<file path="src/rtl/mig_pkg.sv">
package mig_pkg;

    typedef enum logic [2:0] {
        PH_IDLE,
        PH_INIT,
        PH_TRAIN,
        PH_FLUSH,
        PH_UPDATE
    } mig_phase_e;

    typedef enum logic [1:0] {
        RS_IDLE,
        RS_SETUP,
        RS_SEND,
        RS_DONE
    } rs_state_e;

    // Phases in which the source still executes
    function automatic logic phase_src_runs(mig_phase_e ph);
        return (ph == PH_IDLE) || (ph == PH_INIT) || (ph == PH_TRAIN);
    endfunction

    // Phases in which the target is powered on its way in
    function automatic logic phase_tgt_powered(mig_phase_e ph);
        return (ph == PH_INIT) || (ph == PH_TRAIN) || (ph == PH_FLUSH) || (ph == PH_UPDATE);
    endfunction

endpackage

</file>
<file path="src/rtl/mig_interval_timer.sv">
module mig_interval_timer #(
    parameter int CNT_W    = 24,
    parameter int MIN_SPAN = 1001
) (
    input  logic             clk,
    input  logic             rst,
    input  logic             idle,
    input  logic             interval_en,
    input  logic [CNT_W-1:0] interval_len,
    input  logic             ext_req,
    output logic             fire,
    output logic [CNT_W-1:0] eff_span
);

    localparam logic [CNT_W-1:0] MIN_V = CNT_W'(MIN_SPAN);

    logic [CNT_W-1:0] cnt;

    assign eff_span = (interval_len < MIN_V) ? MIN_V : interval_len;
    assign fire     = idle && (ext_req || (interval_en && (cnt == eff_span - CNT_W'(1))));

    always_ff @(posedge clk) begin
        if (rst || !idle || !interval_en || fire) begin
            cnt <= '0;
        end else begin
            cnt <= cnt + CNT_W'(1);
        end
    end

endmodule

</file>
<file path="src/rtl/mig_reg_streamer.sv">
module mig_reg_streamer
    import mig_pkg::*;
#(
    parameter int SETUP = 30,
    parameter int COUNT = 70,
    parameter int IDX_W = 7
) (
    input  logic             clk,
    input  logic             rst,
    input  logic             clear,
    input  logic             start,
    output logic             valid,
    output logic [IDX_W-1:0] idx,
    output logic             done
);

    localparam int SPAN = (SETUP > COUNT) ? SETUP : COUNT;
    localparam int CW   = $clog2(SPAN + 1);

    rs_state_e      st;
    logic [CW-1:0]  cnt;

    always_ff @(posedge clk) begin
        if (rst || clear) begin
            st  <= RS_IDLE;
            cnt <= '0;
        end else begin
            case (st)
                RS_IDLE: begin
                    if (start) begin
                        st  <= (SETUP == 0) ? RS_SEND : RS_SETUP;
                        cnt <= '0;
                    end
                end
                RS_SETUP: begin
                    if (cnt == CW'(SETUP - 1)) begin
                        st  <= RS_SEND;
                        cnt <= '0;
                    end else begin
                        cnt <= cnt + CW'(1);
                    end
                end
                RS_SEND: begin
                    if (cnt == CW'(COUNT - 1)) begin
                        st  <= RS_DONE;
                        cnt <= '0;
                    end else begin
                        cnt <= cnt + CW'(1);
                    end
                end
                default: st <= RS_DONE;
            endcase
        end
    end

    assign valid = (st == RS_SEND);
    assign idx   = IDX_W'(cnt);
    assign done  = (st == RS_DONE);

endmodule

</file>
<file path="src/rtl/mig_core_lanes.sv">
module mig_core_lanes
    import mig_pkg::*;
#(
    parameter int N_CORES = 4,
    parameter int CORE_W  = 2
) (
    input  mig_phase_e          phase,
    input  logic [CORE_W-1:0]   cur,
    input  logic [CORE_W-1:0]   tgt,
    input  logic                wb_pending,
    output logic [N_CORES-1:0]  run,
    output logic [N_CORES-1:0]  activate,
    output logic [N_CORES-1:0]  train,
    output logic [N_CORES-1:0]  flush,
    output logic [N_CORES-1:0]  wb_req
);

    for (genvar i = 0; i < N_CORES; i++) begin : g_lane
        logic is_src;
        logic is_tgt;
        assign is_src      = (cur == CORE_W'(i));
        assign is_tgt      = (tgt == CORE_W'(i));
        assign run[i]      = is_src && phase_src_runs(phase);
        assign activate[i] = is_tgt && phase_tgt_powered(phase);
        assign train[i]    = is_tgt && (phase == PH_TRAIN);
        assign flush[i]    = is_src && (phase == PH_FLUSH);
        assign wb_req[i]   = is_src && (phase == PH_UPDATE) && wb_pending;
    end

endmodule

</file>
<file path="src/rtl/mig_seq.sv">
module mig_seq
    import mig_pkg::*;
#(
    parameter int N_CORES   = 4,
    parameter int INIT_CYC  = 1000,
    parameter int REG_SETUP = 30,
    parameter int REG_COUNT = 70,
    parameter int CNT_W     = 24,
    localparam int CORE_W   = (N_CORES > 1) ? $clog2(N_CORES) : 1,
    localparam int RIDX_W   = $clog2(REG_COUNT)
) (
    input  logic               clk,
    input  logic               rst,
    input  logic               interval_en,
    input  logic [CNT_W-1:0]   interval_len,
    input  logic               ext_req,
    input  logic [1:0]         train_frac,
    input  logic               serial_mode,
    input  logic               wb_done,
    output logic               busy,
    output logic [CORE_W-1:0]  active_core,
    output logic [N_CORES-1:0] core_run,
    output logic [N_CORES-1:0] core_activate,
    output logic [N_CORES-1:0] core_train,
    output logic [N_CORES-1:0] core_flush,
    output logic [N_CORES-1:0] core_wb_req,
    output logic               reg_xfer_valid,
    output logic [RIDX_W-1:0]  reg_xfer_idx,
    output logic [CORE_W-1:0]  reg_src,
    output logic [CORE_W-1:0]  reg_dst
);

    localparam logic [CNT_W-1:0]  INIT_LAST = CNT_W'(INIT_CYC - 1);
    localparam logic [CORE_W-1:0] LAST_CORE = CORE_W'(N_CORES - 1);

    mig_phase_e        phase;
    logic [CORE_W-1:0] cur;
    logic [CORE_W-1:0] tgt;
    logic [CNT_W-1:0]  cnt;
    logic [CNT_W-1:0]  tlen;
    logic              train_on;
    logic              wb_seen;

    logic              fire;
    logic [CNT_W-1:0]  eff_span;
    logic [CNT_W-1:0]  t_shift;
    logic [CNT_W-1:0]  t_span;
    logic [CORE_W-1:0] nxt;
    logic              in_update;
    logic              wb_fin;
    logic              rs_start;
    logic              rs_done;

    mig_interval_timer #(
        .CNT_W    (CNT_W),
        .MIN_SPAN (INIT_CYC + 1)
    ) u_timer (
        .clk          (clk),
        .rst          (rst),
        .idle         (phase == PH_IDLE),
        .interval_en  (interval_en),
        .interval_len (interval_len),
        .ext_req      (ext_req),
        .fire         (fire),
        .eff_span     (eff_span)
    );

    always_comb begin
        case (train_frac)
            2'd1:    t_shift = eff_span >> 3;
            2'd2:    t_shift = eff_span >> 2;
            default: t_shift = eff_span >> 1;
        endcase
        t_span = (t_shift == '0) ? CNT_W'(1) : t_shift;
    end

    assign nxt       = (cur == LAST_CORE) ? '0 : cur + CORE_W'(1);
    assign in_update = (phase == PH_UPDATE);
    assign wb_fin    = wb_seen || (in_update && wb_done);
    assign rs_start  = in_update && (!serial_mode || wb_fin);

    always_ff @(posedge clk) begin
        if (rst) begin
            phase    <= PH_IDLE;
            cur      <= '0;
            tgt      <= '0;
            cnt      <= '0;
            tlen     <= '0;
            train_on <= 1'b0;
            wb_seen  <= 1'b0;
        end else begin
            case (phase)
                PH_IDLE: begin
                    if (fire) begin
                        phase    <= PH_INIT;
                        tgt      <= nxt;
                        cnt      <= '0;
                        tlen     <= t_span;
                        train_on <= (train_frac != 2'd0);
                    end
                end
                PH_INIT: begin
                    if (cnt == INIT_LAST) begin
                        cnt   <= '0;
                        phase <= train_on ? PH_TRAIN : PH_FLUSH;
                    end else begin
                        cnt <= cnt + CNT_W'(1);
                    end
                end
                PH_TRAIN: begin
                    if (cnt == tlen - CNT_W'(1)) begin
                        cnt   <= '0;
                        phase <= PH_FLUSH;
                    end else begin
                        cnt <= cnt + CNT_W'(1);
                    end
                end
                PH_FLUSH: begin
                    phase   <= PH_UPDATE;
                    wb_seen <= 1'b0;
                end
                PH_UPDATE: begin
                    if (wb_done) begin
                        wb_seen <= 1'b1;
                    end
                    if (wb_fin && rs_done) begin
                        phase <= PH_IDLE;
                        cur   <= tgt;
                    end
                end
                default: phase <= PH_IDLE;
            endcase
        end
    end

    mig_reg_streamer #(
        .SETUP (REG_SETUP),
        .COUNT (REG_COUNT),
        .IDX_W (RIDX_W)
    ) u_stream (
        .clk   (clk),
        .rst   (rst),
        .clear (!in_update),
        .start (rs_start),
        .valid (reg_xfer_valid),
        .idx   (reg_xfer_idx),
        .done  (rs_done)
    );

    mig_core_lanes #(
        .N_CORES (N_CORES),
        .CORE_W  (CORE_W)
    ) u_lanes (
        .phase      (phase),
        .cur        (cur),
        .tgt        (tgt),
        .wb_pending (!wb_seen),
        .run        (core_run),
        .activate   (core_activate),
        .train      (core_train),
        .flush      (core_flush),
        .wb_req     (core_wb_req)
    );

    assign busy        = (phase != PH_IDLE);
    assign active_core = cur;
    assign reg_src     = cur;
    assign reg_dst     = tgt;

endmodule

</file>
<file path="config.mk">
export PLATFORM = sky130hd
export DESIGN_NAME = mig_seq
export DESIGN_NICKNAME = d
export VERILOG_FILES = /design/src/rtl/mig_pkg.sv /design/src/rtl/mig_interval_timer.sv /design/src/rtl/mig_reg_streamer.sv /design/src/rtl/mig_core_lanes.sv /design/src/rtl/mig_seq.sv
export SDC_FILE = /design/constraint.sdc
export NUM_CORES = 1
export LEC_CHECK = 0
export BUFFER_PORTS_ARGS = -buffer_cell sky130_fd_sc_hd__buf_2
export CAP_MARGIN = 0
export CORE_MARGIN = 2
export CORE_UTILIZATION = 35
export DETAILED_ROUTE_END_ITERATION = 12
export GPL_ROUTABILITY_DRIVEN = 0
export GPL_TIMING_DRIVEN = 0
export HOLD_SLACK_MARGIN = 0.08
export SYNTH_ARGS = -nofsm -noshare
export SYNTH_HDL_FRONTEND = slang
export SYNTH_HIERARCHICAL = 1
export SYNTH_SLANG_ARGS = --single-unit
</file>
<file path="constraint.sdc">
create_clock -name clk -period 8.4 [get_ports clk]
set_clock_uncertainty 0.15 [all_clocks]
set_input_delay 1.68 -clock clk [delete_from_list [all_inputs] [get_ports clk]]
set_output_delay 1.68 -clock clk [all_outputs]
set_load 0.05 [all_outputs]
</file>
**Yosys cells after proc, flatten, opt, wreduce, memory -nomap -nowiden**

Cells that the tools add are included.

- Input bits: 32
- Register bits after elaboration: 90
- Word-level logic and storage cells: 132
- Output and inout bits: 35

- Eq/ne operators: 28
- Add/subtract/negate cells: 6
- Order comparisons: 1
- Muxes and demuxes: 24
- Reduce and logical (&&, ||, !) cells: 63

Operator list:

| operator | count |
|---|---|
| $mux 24 | 4 |
| $pmux 24 s3 | 1 |
| $add 24x1->24 const B | 2 |
| $eq 24x24->1 | 2 |
| $sub 24x1->24 const B | 2 |
| $pmux 23 s2 | 1 |
| $logic_and 1x1->1 | 29 |
| $eq 24x10->1 const B | 1 |
| $logic_not 24->1 | 1 |
| $lt 24x10->1 const B | 1 |
| $mux 23 | 1 |
| $mux 7 | 3 |
| $pmux 7 s3 | 1 |
| $pmux 3 s5 | 1 |
| $eq 2x2->1 const B | 7 |
| $logic_or 1x1->1 | 12 |
| $mux 3 | 4 |
| $ne 2x2->1 const B | 5 |
| $reduce_and 2->1 | 5 |
| $reduce_bool 3->1 | 3 |
| $eq 2x1->1 const B | 4 |
| $mux 2 | 4 |
| $add 7x1->7 const B | 1 |
| $eq 7x5->1 const B | 1 |
| 15 further kinds | 26 |

**Logic depth before layout (Yosys ltp)**

- Word-level depth: 9
- Mapped depth: 20

**Modules after synthesis**

The synthesis kept the hierarchy.

By module, submodules not included:

| module | cells each | times used | area an instance (um^2) |
|---|---|---|---|
| mig_seq | 541 | 1 | 3937.5 |
| mig_interval_timer | 317 | 1 | 2622.5 |
| mig_reg_streamer | 64 | 1 | 588.1 |
| mig_core_lanes | 35 | 1 | 207.7 |

**Least setup slack after synthesis**

Ideal clock, no wire load.

- Path type: in2reg
- From: in interval_len[4]
- To: reg, netlist name cnt[17]
- Path slack: 1.950 ns
- Cell stages on the path: 19
- Path buffers: 3
- Arrival: 6.178 ns
- Path through: buf_2 nor4_1 nor4_1 nor2_1 nor2_1 ha_1 or3b_2 clkbuf_1 nor3_2 nand4b_1 xnor2_1 mux2_2 or3_1 o31ai_1 nor3_1 nor3b_1 nor2_1 clkbuf_1 a221o_1

RTL lines:

| item | line | text |
|---|---|---|
| from (decl) | mig_seq.sv:15 | `input logic [CNT_W-1:0] interval_len,` |

**Worst setup path after layout**

- From: in interval_len[4]
- To: reg tlen[2]

- Longest elaborated chain between the ends: 8

RTL lines:

| item | line | text |
|---|---|---|
| $lt 24x10->1 | mig_interval_timer.sv:19 | `assign eff_span = (interval_len < MIN_V) ? MIN_V : interval_len;` |
| $mux 24 (*) | mig_interval_timer.sv:19 |  |
| $sub 24x1->24 (*) | mig_interval_timer.sv:20 | `assign fire = idle && (ext_req \|\| (interval_en && (cnt == eff_span - CNT_W'(1))));` |
| $eq 24x24->1 (*) | mig_interval_timer.sv:20 |  |
| $logic_and 1x1->1 (*) | mig_interval_timer.sv:20 |  |
| $logic_or 1x1->1 (*) | mig_interval_timer.sv:20 |  |
| $logic_and 1x1->1 (*) | mig_interval_timer.sv:20 |  |
| named net fire | mig_seq.sv:44 | `logic fire;` |
| $reduce_and 2->1 (no line) (*) | - |  |
| to (signal assigned) | mig_seq.sv:98 | `tlen <= t_span;` |
| to (decl) | mig_seq.sv:40 | `logic [CNT_W-1:0] tlen;` |

Mark *: on every way through the listed nets, which the timed path passes. The rest lies on a longest branch.
A chain may end at the register's enable or synchronous reset.

==> metrics.txt <==
Post-layout nets=~1100; largest net degree at the start of global routing=15; clock sinks=89; number of placed I/O pins=between 60 and 70; final-layout setup total negative slack=0 ps; deepest clock path buffer count=2; H-tree depth=3; cells after synthesis=about 960; area growth from synthesis to final layout=12.6%; final setup violation count=0; number of hold violations in the final report=0; Syn Nets=about 1000; placed cell count=1293; number of antenna cells inserted=0; die height=approximately 150 µm; proportion of layout cells with a drive suffix above 1=between 10% and 20%; Worst IR Drop VDD=roughly 110 µV; clock tree from TritonCTS=built; worst hold path type=register to register; Yosys warning count=6; normalized max-slew margin=between 20% and 30%; total number of vias=between 7000 and 8000; number of buffers inserted by hold repair at cts=0; Worst-Skew Late Latency=350 ps; Avg Cell Area, Syn=roughly 7.7 µm²; category of the worst setup path launch point=input port; ratio of final minimum period to clock period=around nine tenths; Core Util, Final=between 30% and 40%; result of the run=finished clean; antenna violations before repair=0; Pre-Repair DR Iteration Count=5; unrepaired setup endpoints after global routing=no; vias in the first global route=6527; aggregate routed wire length=slightly above 20000 µm; number of pins with negative max-slew slack in the final report=0; dpl hpwl=16000 µm; total global routing overflow=0; min cycle time layout=around 7600 ps; Max-cap violations=0; chip width=between 100 and 150 µm; number of DRC violations after detailed routing=0; CTS clk-pin slew, worst paths=~60 ps; worst path required time=8520 ps; remaining antenna violation count=0; cell area after technology mapping=roughly 7400 µm²; critical path start-end classification=input port to register; crit path capture type=register; average detailed-routed wire length per instance=roughly 16 µm; arrival time worst endpoint=between 7000 and 8000 ps; initial core utilization=about a third; power density over cell area=between 200 and 250 nW/µm²; overall power after layout=~1700 µW; number of vias per cell=~5.5; slew at the pin closest to its max-slew limit=roughly 1200 ps; first-iteration detailed-routing DRC count=536; highest net fanout along the worst path=10; number of placement rows=53; root buffer cell=sky130_fd_sc_hd__clkbuf_16; non-filler cells in the finished layout=1306; first-pass GRT wire length=between 30000 and 40000 µm; core outline area=20800 µm²; Port-buffer cells=62; leak pwr=roughly 0.0029 µW; TritonCTS Buffers=9; Achievable Freq=~0.13 GHz; Resized Gates After CTS=0; die area=roughly 22000 µm²; number of buffers inserted to repair setup after CTS=0; overall routing resource usage=around 19%
==> where the power goes <==
group | switching [µW] | total (µW) | internal (µW)
logic | 471 | 757 | 286
registers | 59.9 | 519 | 459
clock network | 170 | 394 | 225
total | 700 | 1670 | 969
==> through the flow <==
stage	setup slack (ps)	hold slack, ps	area [µm²]
after CTS	822	359	8280
after detailed placement	484	350	8010
after floorplan	1990	311	7350
final	823	358	8280
after global routing	305	384	8280
after global placement	440	346	8010
==> worst max-delay path: stages <==
cell and delay, ps:
sky130_fd_sc_hd__buf_2 160, sky130_fd_sc_hd__nor4_1 90, sky130_fd_sc_hd__nor4_1 990, sky130_fd_sc_hd__nor2_1 300
sky130_fd_sc_hd__nor2_1 180, sky130_fd_sc_hd__ha_1 220, sky130_fd_sc_hd__or3b_2 450, sky130_fd_sc_hd__clkbuf_1 180
sky130_fd_sc_hd__nor3_2 440, sky130_fd_sc_hd__nand4b_1 240, sky130_fd_sc_hd__xnor2_1 180, sky130_fd_sc_hd__mux2_2 300
sky130_fd_sc_hd__or3_1 370, sky130_fd_sc_hd__o31ai_1 630, sky130_fd_sc_hd__and2_1 220, sky130_fd_sc_hd__clkbuf_1 410
sky130_fd_sc_hd__clkbuf_1 410, sky130_fd_sc_hd__nand2_1 120, sky130_fd_sc_hd__a21oi_1 140
==> flip-flops by register name, summed over array words and instances, names as in the netlist <==
register and flops:
reg_dst 2, train_on 1, phase 3, cnt 24
u_stream/st 2, u_stream/idx 7, u_timer/cnt 24, active_core 2
tlen 23, wb_seen 1
==> final timing paths <==
path	startpoint	slack [ps]	cells past startpoint	end
worst min register to register	tlen[21]$_SDFFE_PP0P_	360	2	tlen[21]$_SDFFE_PP0P_
worst max register to register	u_timer/cnt[13]$_SDFF_PP0_	4500	13	tlen[2]$_SDFFE_PP0P_
worst max-delay path	interval_len[4]	820	19	tlen[2]$_SDFFE_PP0P_
worst min-delay path	tlen[21]$_SDFFE_PP0P_	360	2	tlen[21]$_SDFFE_PP0P_
==> metal layers <==
metal | share of wire (%) | global-route usage, %
met5 | 0 | 0
met4 | 2.5 | 5.38
met3 | 3.4 | 3.52
met2 | 48 | 31.5
met1 | 46 | 24.0
==> cell usage in the layout (no fill, tap or decap), drive strengths merged, types with 34 or more instances in the layout <==
cell	count
clkbuf	66
xnor2	47
nand2	92
o21ai	48
dfxtp	89
nand3	47
inv	37
a21oi	40
nor3	35
buf	83
nor2	91
xor2	34
==> area by class of cell <==
type                    instances  area [µm²]
inverters                      37         139
repair buffers                 62         310
flip-flops and latches         89        1780
clock buffers                   9         225
multi-input cells             752        5060
well taps                     275         344
clock inverters                 4        47.5
plain buffers                  78         372
fillers                      2197       12500
No activity file was read; power rests on OpenSTA's default activity.
